### config.mk
export PLATFORM = sky130hd
export DESIGN_NAME = pulse_classifier
export DESIGN_NICKNAME = d
export VERILOG_FILES = /design/src/rtl/pcls_pkg.sv /design/src/rtl/pcls_sat_counter.sv /design/src/rtl/pcls_ctrl.sv /design/src/rtl/pulse_classifier.sv
export SDC_FILE = /design/constraint.sdc
export NUM_CORES = 1
export LEC_CHECK = 0
export ABC_AREA = 0
export BUFFER_PORTS_ARGS = -buffer_cell sky130_fd_sc_hd__buf_2
export CAP_MARGIN = 20
export CORE_MARGIN = 2
export CORE_UTILIZATION = 50
export CTS_CLUSTER_DIAMETER = 120
export CTS_CLUSTER_SIZE = 10
export DETAILED_ROUTE_END_ITERATION = 10
export PLACE_DENSITY_LB_ADDON = 0.3
export SYNTH_ARGS = -nofsm -noshare
export SYNTH_HDL_FRONTEND = slang
export SYNTH_SLANG_ARGS = --single-unit
### constraint.sdc
create_clock -name clk -period 2.8 [get_ports clk]
set_input_delay 0 -clock clk [delete_from_list [all_inputs] [get_ports clk]]
set_output_delay 0 -clock clk [all_outputs]
set_load 0.005 [all_outputs]
### src/rtl/pcls_pkg.sv
package pcls_pkg;
  typedef enum logic [1:0] {
    PH_GAP    = 2'd0,
    PH_ACTIVE = 2'd1,
    PH_SPOIL  = 2'd2
  } phase_t;
endpackage

### src/rtl/pcls_sat_counter.sv
module pcls_sat_counter #(
  parameter int LIMIT = 2000,
  parameter int W     = $clog2(LIMIT + 1)
) (
  input  logic         clk,
  input  logic         rst,
  input  logic         set1_i,
  input  logic         clr_i,
  input  logic         inc_i,
  output logic [W-1:0] cnt_o
);
  localparam logic [W-1:0] LIM = W'(LIMIT);

  always_ff @(posedge clk) begin
    if (rst)              cnt_o <= '0;
    else if (set1_i)      cnt_o <= W'(1);
    else if (clr_i)       cnt_o <= '0;
    else if (inc_i && cnt_o != LIM) cnt_o <= cnt_o + W'(1);
  end

  // run counters saturate at their qualifying limit
  a_r3_cnt_bound: assert property (@(posedge clk) disable iff (rst)
    cnt_o <= LIM);
endmodule

### src/rtl/pcls_ctrl.sv
module pcls_ctrl
  import pcls_pkg::*;
#(
  parameter int MIN_ACTIVE = 2000,
  parameter int MIN_GAP    = 2000,
  parameter int AW         = $clog2(MIN_ACTIVE + 1),
  parameter int GW         = $clog2(MIN_GAP + 1)
) (
  input  logic          clk,
  input  logic          rst,
  input  logic          lvl_i,
  input  logic          hi_i,
  input  logic [AW-1:0] act_cnt_i,
  input  logic [AW-1:0] hi_cnt_i,
  input  logic [GW-1:0] gap_cnt_i,
  output logic          act_set1_o,
  output logic          act_inc_o,
  output logic          hi_set1_o,
  output logic          hi_clr_o,
  output logic          hi_inc_o,
  output logic          gap_set1_o,
  output logic          gap_clr_o,
  output logic          gap_inc_o,
  output logic          mid_o,
  output logic          high_o,
  output logic          err_o
);
  localparam logic [AW-1:0] ACT_LIM = AW'(MIN_ACTIVE);
  localparam logic [GW-1:0] GAP_LIM = GW'(MIN_GAP);

  phase_t ph_q, ph_d;
  logic   hi_ok_q;
  logic   gap_ok, start, ending, long_ok, cls_high, too_soon;

  always_comb begin
    gap_ok   = gap_cnt_i >= GAP_LIM;
    start    = (ph_q == PH_GAP) && lvl_i && gap_ok;
    too_soon = (ph_q == PH_GAP) && lvl_i && !gap_ok;
    ending   = (ph_q == PH_ACTIVE) && !lvl_i;
    long_ok  = act_cnt_i >= ACT_LIM;
    cls_high = hi_ok_q || (hi_cnt_i >= ACT_LIM);

    act_set1_o = start;
    act_inc_o  = (ph_q == PH_ACTIVE) && lvl_i;
    hi_set1_o  = start && hi_i;
    hi_clr_o   = !hi_i;
    hi_inc_o   = (ph_q == PH_ACTIVE) && lvl_i && hi_i;
    gap_set1_o = !lvl_i && (ph_q != PH_GAP);
    gap_clr_o  = (ph_q == PH_GAP) && lvl_i;
    gap_inc_o  = (ph_q == PH_GAP) && !lvl_i;

    ph_d = ph_q;
    unique case (ph_q)
      PH_GAP:    if (lvl_i) ph_d = gap_ok ? PH_ACTIVE : PH_SPOIL;
      PH_ACTIVE: if (!lvl_i) ph_d = PH_GAP;
      PH_SPOIL:  if (!lvl_i) ph_d = PH_GAP;
      default:   ph_d = PH_GAP;
    endcase
  end

  always_ff @(posedge clk) begin
    if (rst) begin
      ph_q    <= PH_GAP;
      hi_ok_q <= 1'b0;
      mid_o   <= 1'b0;
      high_o  <= 1'b0;
      err_o   <= 1'b0;
    end else begin
      ph_q    <= ph_d;
      if (start)                                         hi_ok_q <= 1'b0;
      else if (ph_q == PH_ACTIVE && hi_cnt_i >= ACT_LIM) hi_ok_q <= 1'b1;
      mid_o   <= ending && long_ok && !cls_high;
      high_o  <= ending && long_ok && cls_high;
      err_o   <= (ending && !long_ok) || too_soon;
    end
  end

  // strobes never overlap
  a_r8_onehot: assert property (@(posedge clk) disable iff (rst)
    $onehot0({mid_o, high_o, err_o}));

  // a class strobe only follows a low sample
  a_r3_after_low: assert property (@(posedge clk) disable iff (rst)
    (mid_o || high_o) |-> $past(!lvl_i));

  // class strobes last a single cycle
  a_r8_single: assert property (@(posedge clk) disable iff (rst)
    (mid_o || high_o) |=> !(mid_o || high_o));
endmodule

### src/rtl/pulse_classifier.sv
module pulse_classifier #(
  parameter int MIN_ACTIVE = 2000,
  parameter int MIN_GAP    = 2000
) (
  input  logic clk,
  input  logic rst,
  input  logic cmp_mid_i,
  input  logic cmp_high_i,
  output logic mid_pulse_o,
  output logic high_pulse_o,
  output logic err_pulse_o
);
  localparam int AW = $clog2(MIN_ACTIVE + 1);
  localparam int GW = $clog2(MIN_GAP + 1);

  logic          lvl;
  logic [AW-1:0] act_cnt, hi_cnt;
  logic [GW-1:0] gap_cnt;
  logic act_set1, act_inc, hi_set1, hi_clr, hi_inc, gap_set1, gap_clr, gap_inc;

  // either comparator marks the pin as elevated
  assign lvl = cmp_mid_i | cmp_high_i;

  pcls_sat_counter #(.LIMIT(MIN_ACTIVE), .W(AW)) u_act_cnt (
    .clk(clk), .rst(rst), .set1_i(act_set1), .clr_i(1'b0),
    .inc_i(act_inc), .cnt_o(act_cnt));

  pcls_sat_counter #(.LIMIT(MIN_ACTIVE), .W(AW)) u_hi_cnt (
    .clk(clk), .rst(rst), .set1_i(hi_set1), .clr_i(hi_clr),
    .inc_i(hi_inc), .cnt_o(hi_cnt));

  pcls_sat_counter #(.LIMIT(MIN_GAP), .W(GW)) u_gap_cnt (
    .clk(clk), .rst(rst), .set1_i(gap_set1), .clr_i(gap_clr),
    .inc_i(gap_inc), .cnt_o(gap_cnt));

  pcls_ctrl #(.MIN_ACTIVE(MIN_ACTIVE), .MIN_GAP(MIN_GAP), .AW(AW), .GW(GW)) u_ctrl (
    .clk(clk), .rst(rst), .lvl_i(lvl), .hi_i(cmp_high_i),
    .act_cnt_i(act_cnt), .hi_cnt_i(hi_cnt), .gap_cnt_i(gap_cnt),
    .act_set1_o(act_set1), .act_inc_o(act_inc),
    .hi_set1_o(hi_set1), .hi_clr_o(hi_clr), .hi_inc_o(hi_inc),
    .gap_set1_o(gap_set1), .gap_clr_o(gap_clr), .gap_inc_o(gap_inc),
    .mid_o(mid_pulse_o), .high_o(high_pulse_o), .err_o(err_pulse_o));
endmodule

# Word level (Yosys, flattened, before mapping)
# Cells that the tools add are included.
[word_totals]
reg_bits = 39
in_bits = 4
output_inout_bits = 3
wordCells = 71
[classes]
n_addsub = 3
magnitude_cmp = 3
eq_ne = 8
muxes = 12
bitwise_logic = 2
n_reduce_logical = 32
[ops]
columns = ["op", "n"]
rows = [
  ["adder 11 x 1 -> 11 bit (second input constant)", 3],
  ["greater-or-equal comparator 11 bit (second input constant)", 3],
  ["!= test 11 bit (second input constant)", 3],
  ["logical AND 1 bit", 17],
  ["two-way mux 1 bit", 8],
  ["two-way mux 2 bit", 3],
  ["OR reduction 3 bit", 2],
  ["zero test 1 bit", 4],
  ["case mux 2 bit (2 select lines)", 1],
  ["nonzero test 2 bit", 2],
  ["OR reduction 2 bit", 2],
  ["!= test 3 x 1 -> 1 bit (second input constant)", 1],
  ["nonzero test 3 bit", 1],
  ["equality test 2 x 1 -> 1 bit (second input constant)", 1],
  ["equality test 2 bit (second input constant)", 1],
  ["zero test 2 bit", 1],
  ["logical OR 1 bit", 2],
  ["!= test 2 x 1 -> 1 bit (second input constant)", 1],
  ["!= test 2 bit (second input constant)", 1],
  ["AND reduction 2 bit", 1],
  ["inverter 1 bit", 1],
  ["bitwise OR 1 bit", 1],
]

# Longest topological paths before layout
# Gate-level depths: netlist of run 1.
[depth]
depth_word = 7
mapped_depth = 9
ltp_nobuf = 6

# Modules after synthesis
# Synthesis of run 1 repeated with hierarchy kept, for this count alone.
[unflattened]
hier_cells = 263
hier_area_um2 = 2245.9
[by_module_without_submodules]
columns = ["module", "n_inst", "cells_each", "area_each_um2", "seq_area_each_um2"]
rows = [
  ["pcls_sat_counter", 3, 73, 626.9, 220.2],
  ["pcls_ctrl", 1, 42, 355.3, 120.1],
  ["pulse_classifier", 1, 2, 10.0, 0.0],
]

# Least setup slack after synthesis of run 1
# Ideal clock, no wire load.
[synth_timing]
kind = "reg-to-reg"
start = "register u_ctrl.ph_q[0]"
end = "register u_hi_cnt.cnt_o[1]"
setup_time_ns = 0.087
arrival_time_ns = 1.592
t_required_ns = 2.713
setup_slack_ns = 1.121
stages_incl_launch_ff = 8
path_buffers = 1
period_less_slack_ns = 1.679
cell_sequence = "dfxtp_1 inv_1 ha_1 buf_2 o211ai_1 o21ai_0 or4b_2 o31ai_1"
[synth_between]
elab_chain_len = 5
word_cells_on_any_way = 9
classes_between = "eq/ne: 1; reduce/logical: 8"
[synth_lines]
columns = ["item", "line_no", "text"]
rows = [
  ["from (decl)", "pcls_ctrl.sv:31", "phase_t ph_q, ph_d;"],
  ["from (signal assigned)", "pcls_ctrl.sv:69", "ph_q <= ph_d;"],
  ["zero test 2 bit", "pcls_ctrl.sv:37", "start = (ph_q == PH_GAP) && lvl_i && gap_ok;"],
  ["logical AND 1 bit (2 in series)", "pcls_ctrl.sv:37", ""],
  ["logical AND 1 bit", "pcls_ctrl.sv:45", "hi_set1_o = start && hi_i;"],
  ["OR reduction 3 bit (no line)", "n/a", ""],
  ["to (signal assigned)", "pcls_sat_counter.sv:18", "else if (inc_i && cnt_o != LIM) cnt_o <= cnt_o + W'(1);"],
  ["to (decl)", "pcls_sat_counter.sv:10", "output logic [W-1:0] cnt_o"],
]
# Several ways; a longest one is shown, not always the timed one.
# A chain may end at the register's enable or synchronous reset.

# Worst setup path in the final report of run 1
# Ends and elaborated chain as after synthesis.

==> metrics.txt, run 1 <==
outcome complete, no violations; most frequent cells in the layout nor2_1, dfxtp_1, xnor2_1; vias in the first global route 1540; wire per inst 12.8 um; CP Max Fanout 9; ys flop type dfxtp_1; WL final 3840 um; fin nets 262; period utilization 0.687; Overflow after GRT 0; dpl ws 0.869 ns; largest net degree at the start of global routing 13; CTS tree yes; Leak 0.689 nW; GRT Util Overall 0.192; number of remaining DRC errors 0; CTS Buf Count 5; RSZ-0062 raised after global routing false; most common cell after layout, fill and taps aside nor2_1; core area 0.00374 mm2; Slew Limit Fails 0; count of cell types in the netlist 44; max_slew headroom 0.579; FF-to-FF Start u_ctrl.ph_q[0]; Hold Crit Class in2reg; CP Buf/Inv Count 1; Syn Std Cell Area 0.00200 mm2; Final GP Congestion 0.793; area post-placement 0.00207 mm2; Startpoint Class register; chip width 67.3 um; crit path capture type register; io pins 7; initial antenna violation count 0; FF+latch count, synth 39; final setup TNS 0 ns; Slowest cell on crit path or4b_2; Tmin final 1.92 ns; Final Power 975 uW; Max Cap Viol 0; cells after synthesis 242; WS Path Type reg2reg; first-pass GRT wire length 6580 um; ANT cells 0; Hold Fails Final Rpt 0; Ys Warns 0; DR iter-0 viols 138; critical path's top delay family simple AND/OR/NAND/NOR gates; Max clock buf depth 2; drt pass-1 iters 4; clock sink total 39; multi-input logic area 0.00112 mm2; number of post-CTS setup repair buffers 0; Starting Density 0.535; Final Skew 0.00330 ns; Avg Synthesized Cell Area 8.27 um2; share of cells above drive strength 1 0.0916; Die Ht 67.3 um; via count 1619; number of flops mapped to enable cells by yosys 0; number of cells on the critical path 6; Worst R2R Path Depth 6; Worst Setup Slack, final 0.876 ns; H-tree Lvls 2; HPWL after DPL 2750 um; delay of the slowest cell on the worst path 0.72 ns; Max VDD drop 249 uV; Critical Path AT 2.13 ns; Layout Cells excl Fill 299; die area 0.00453 mm2; CP cell instances inv_1 > ha_1 > o211ai_1 > o21ai_0 > or4b_2 > o31ai_1; # setup viols final 0; CP startpoint u_ctrl.ph_q[0]; Critical Path RT 3.01 ns; clk root buf clkbuf_8; Clk Latency, worst-skew pair 0.29 ns; end point of the critical path u_hi_cnt.cnt_o[1]; register area share after synthesis 0.390; cell area after layout 0.00216 mm2; FF/Latch Area 781 um2; std cell rows 22; worst-margin pin slew 0.627 ns; Final ANT Viol Nets 0; Peak Freq 520 MHz; asr flop ratio synth 0; Port Buffers 6; Critical R2R Capture u_hi_cnt.cnt_o[1]; area grow syn2layout 7.75%; clock-pin slew on the worst setup and hold paths 0.07 ns; vias per std cell 5.41; R2R setup slack 0.88 ns; syn_nets 254; Fillers 355; Pwr Density 452 mW/mm2; placed cells 290
## cell usage after synthesis, types with 2 or more instances
cell      count  share of area
o21ai_0       6          0.015
o21ai_1       2         0.0050
or4_1         2         0.0075
inv_1        16          0.030
and4_1        2         0.0088
nor4_1        7          0.022
nand3_1      13          0.032
clkbuf_1      4         0.0075
or2_2         2         0.0062
xor2_1        4          0.017
nor3_1       10          0.025
dfxtp_1      39           0.39
xnor2_1      19          0.083
nand3b_1      2         0.0075
ha_1          8          0.050
nor2_1       41          0.077
nand2_1      15          0.028
a21oi_1      11          0.027
or3_1         3         0.0094
o211ai_1      2         0.0075
buf_2         3         0.0075
nand4_1       9          0.028
## worst min-delay path by stage
| stage | from | endpoint | depth (start not counted) |
|---|---|---|---|
| final | cmp_mid_i | u_gap_cnt.cnt_o[1] | 4 |
| after CTS | cmp_mid_i | u_gap_cnt.cnt_o[1] | 4 |
| after detailed placement | rst | u_gap_cnt.cnt_o[1] | 2 |
| after floorplan | cmp_mid_i | u_gap_cnt.cnt_o[1] | 3 |
| after global routing | cmp_high_i | u_hi_cnt.cnt_o[2] | 4 |
| after global placement | rst | u_ctrl.ph_q[1] | 2 |
## registers in the layout (all words and copies together) (netlist names)
name	count
u_act_cnt.cnt_o	11
u_ctrl.err_o	1
u_ctrl.hi_ok_q	1
u_ctrl.high_o	1
u_ctrl.mid_o	1
u_ctrl.ph_q	2
u_gap_cnt.cnt_o	11
u_hi_cnt.cnt_o	11
## what timing repair did
action                                  CTS  global route
gates resized for setup                   0             0
hold endpoints to repair                  3             0
hold buffers                              1             0
endpoints found under the setup margin    0             0
## area by class of cell
class,instances,area share
clock inverters,1,0.00232
inverters,16,0.0278
flip-flops and latches,39,0.362
well taps,48,0.0278
multi-input cells,179,0.519
repair buffers,9,0.0255
clock buffers,7,0.0354
## worst reg2reg max path: cells and delay by family (launching register included)
family | cells | cell delay (ns)
AO/OA/AOI/OAI | 3 | 0.44
adder cells (fa/ha/maj) | 1 | 0.29
buffers and inverters | 1 | 0.06
flip-flops | 1 | 0.34
AND/OR/NAND/NOR | 1 | 0.72
## kinds of logic after synthesis
logic type      share of synthesized area
buf+inv                            0.0506
flops                               0.390
compound gates                      0.105
mux                               0.00500
simple gates                        0.299
fa+ha+maj                          0.0500
xor+xnor                            0.101
## metal layers
metal	GRT usage	part of all wire	up-vias
met4	0.0995	0.0070	0
met2	0.307	0.46	31
met3	0.0350	0.040	2
met1	0.247	0.49	734
met5	0	0	-
li1	-	-	852
## power breakdown
group | total [mW] | internal, mW | switching (mW)
clock | 0.361 | 0.175 | 0.186
sequential | 0.561 | 0.559 | 0.00250
combinational | 0.0536 | 0.0201 | 0.0335
## per-stage QoR
| step | hold slack [ns] | util |
|---|---|---|
| detailed placement | 0.297 | 0.552 |
| global route | 0.194 | 0.576 |
| CTS | 0.174 | 0.576 |
| finish | 0.185 | 0.576 |
| floorplan | 0.244 | - |
| global placement | 0.298 | 0.552 |
Power figures use the tool's default switching activity.
==> run 2: changes to the inputs <==
==> constraint.sdc (replaced) <==
create_clock -name clk -period 1.7 [get_ports clk]
set_input_delay 0 -clock clk [delete_from_list [all_inputs] [get_ports clk]]
set_output_delay 0 -clock clk [all_outputs]
set_load 0.005 [all_outputs]
==> metrics.txt, run 2 (synthesized netlist as in run 1, its figures left out) <==
Tmin final 1.62 ns (-0.304 ns); Critical Path AT 1.82 ns (-0.31 ns); Peak Freq 617 MHz (+19%); CP cell instances inv_1 > ha_1 > inv_1 > nor4_2 > or4b_2 > o31ai_1; Port Buffers 6 (unchanged); Final Power 1.70 mW (+74%); DR iter-0 viols 103 (-25%); delay of the slowest cell on the worst path 0.64 ns (-0.08 ns); vias in the first global route 1552 (+0.78%); core area 0.00374 mm2 (unchanged); Hold Crit Class in2reg; multi-input logic area 0.00116 mm2 (+3.2%); clock sink total 39 (unchanged); Final GP Congestion 0.861 (+8.6%); Fillers 336 (-5.4%); Max Cap Viol 0 (unchanged); chip width 67.3 um (unchanged); # setup viols final 0 (unchanged); FF/Latch Area 783 um2 (+0.32%); CTS tree yes; fin nets 279 (+6.5%); Clk Latency, worst-skew pair 0.28 ns (about the same); HPWL after DPL 2840 um (+3.3%); Max clock buf depth 2 (unchanged); Critical Path RT 1.90 ns (-1.11 ns); placed cells 307 (+5.9%); Final ANT Viol Nets 0 (unchanged); number of remaining DRC errors 0 (unchanged); WL final 3990 um (+3.9%); WS Path Type reg2reg; most frequent cells in the layout nor2_1, dfxtp_1, xnor2_1, buf_4, inv_1; Final Skew 0.00664 ns (+0.00334 ns); GRT Util Overall 0.195 (+0.00261); number of post-CTS setup repair buffers 0 (unchanged); global route hottest layer met2; io pins 7 (unchanged); most common cell after layout, fill and taps aside nor2_1; outcome complete, no violations; Overflow after GRT 0 (unchanged); Max VDD drop 327 uV (+31%); vias per std cell 5.40 (-0.24%); Leak 0.782 nW (+13%); area grow syn2layout 17.0%; via count 1707 (+5.4%); M3 GR Usage 0.0450 (+0.0100); H-tree Lvls 2 (unchanged); Pwr Density 724 mW/mm2 (+60%); Fin Hold WS 0.222 ns (+0.0375 ns); CP Max Fanout 4 (-5); largest net degree at the start of global routing 13 (unchanged); std cell rows 22 (unchanged); Slew Limit Fails 0 (unchanged); RSZ-0062 raised after global routing true; crit path capture type register; cell mode on critical path inv_1; initial antenna violation count 0 (unchanged); drt pass-1 iters 4 (unchanged); clk root buf clkbuf_8; Starting Density 0.535 (unchanged); wire per inst 12.6 um (-1.7%); largest registers u_act_cnt.cnt_o: 11 flops, u_gap_cnt.cnt_o: 11 flops, u_hi_cnt.cnt_o: 11 flops; final setup TNS 0 ns (unchanged); Hold Fails Final Rpt 0 (unchanged); worst-margin pin slew 0.476 ns (-0.150 ns); Startpoint Class register; met2 usage 0.316 (+0.00866); CTS Buf Count 5 (unchanged); met1 Use GR 0.250 (+0.00310); Die Ht 67.3 um (unchanged); max_slew headroom 0.678 (+0.0985); first-pass GRT wire length 6730 um (+2.2%); share of cells above drive strength 1 0.187 (+0.0949); die area 0.00453 mm2 (unchanged); clock-pin slew on the worst setup and hold paths 0.07 ns (about the same); period utilization 0.953 (+0.266); ANT cells 0 (unchanged); Slowest cell on crit path or4b_2; Layout Cells excl Fill 316 (+5.7%); Final Core Density 0.626 (+0.0495)
[run 2: cell types whose count changed in the layout (fill, tap and decap cells not counted), sizes merged]
cell | before | now
clkinv | 1 | 0
buf | 8 | 25
clkbuf | 7 | 8
[run 2: final timing paths]
path                      from                end  slack, ns  cells past startpoint
max          u_hi_cnt.cnt_o[1]  u_hi_cnt.cnt_o[1]       0.08                      6
min                 cmp_high_i  u_hi_cnt.cnt_o[2]       0.22                      4
max reg2reg  u_hi_cnt.cnt_o[1]  u_hi_cnt.cnt_o[1]       0.08                      6
min reg2reg     u_ctrl.hi_ok_q       u_ctrl.mid_o       0.46                      1
[run 2: cell type report]
class                   instances  area share
repair buffers                 26      0.0780
inverters                      16      0.0256
flip-flops and latches         39       0.334
clock buffers                   8      0.0427
well taps                      48      0.0256
multi-input cells             179       0.494
[run 2: repair_timing]
action | in CTS | in global routing
hold buffers | 1 | 0
gates resized for setup | 0 | 11
endpoints found under the hold margin | 2 | 0
setup endpoints to repair | 0 | 16
[run 2: critical path, delay by kind of cell, from the launching register on]
family	cells	cell delay, ns
simple gates	2	0.71
fa+ha+maj	1	0.19
buf+inv	2	0.17
compound gates	1	0.08
flops	1	0.39
[run 2: stage by stage]
step           setup WS [ns]  instance area (um2)
2_1_floorplan         0.0211                 2000
3_3_place_gp          0.0878                 2190
3_5_place_dp          0.0563                 2190
4_1_cts               0.0310                 2300
5_1_grt              -0.0438                 2340
6_report              0.0800                 2340
[run 2: power by group]
group	total [mW]	internal [mW]	switching [mW]
logic	0.103	0.0431	0.0595
registers	0.924	0.921	0.00382
clock network	0.670	0.370	0.300
total	1.70	1.33	0.363
[run 2: metal layers]
metal | vias to the layer above | wire length [um]
li1 | 890 | -
met1 | 793 | 2020
met2 | 19 | 1820
met3 | 5 | 103
met4 | 0 | 48
met5 | - | 0
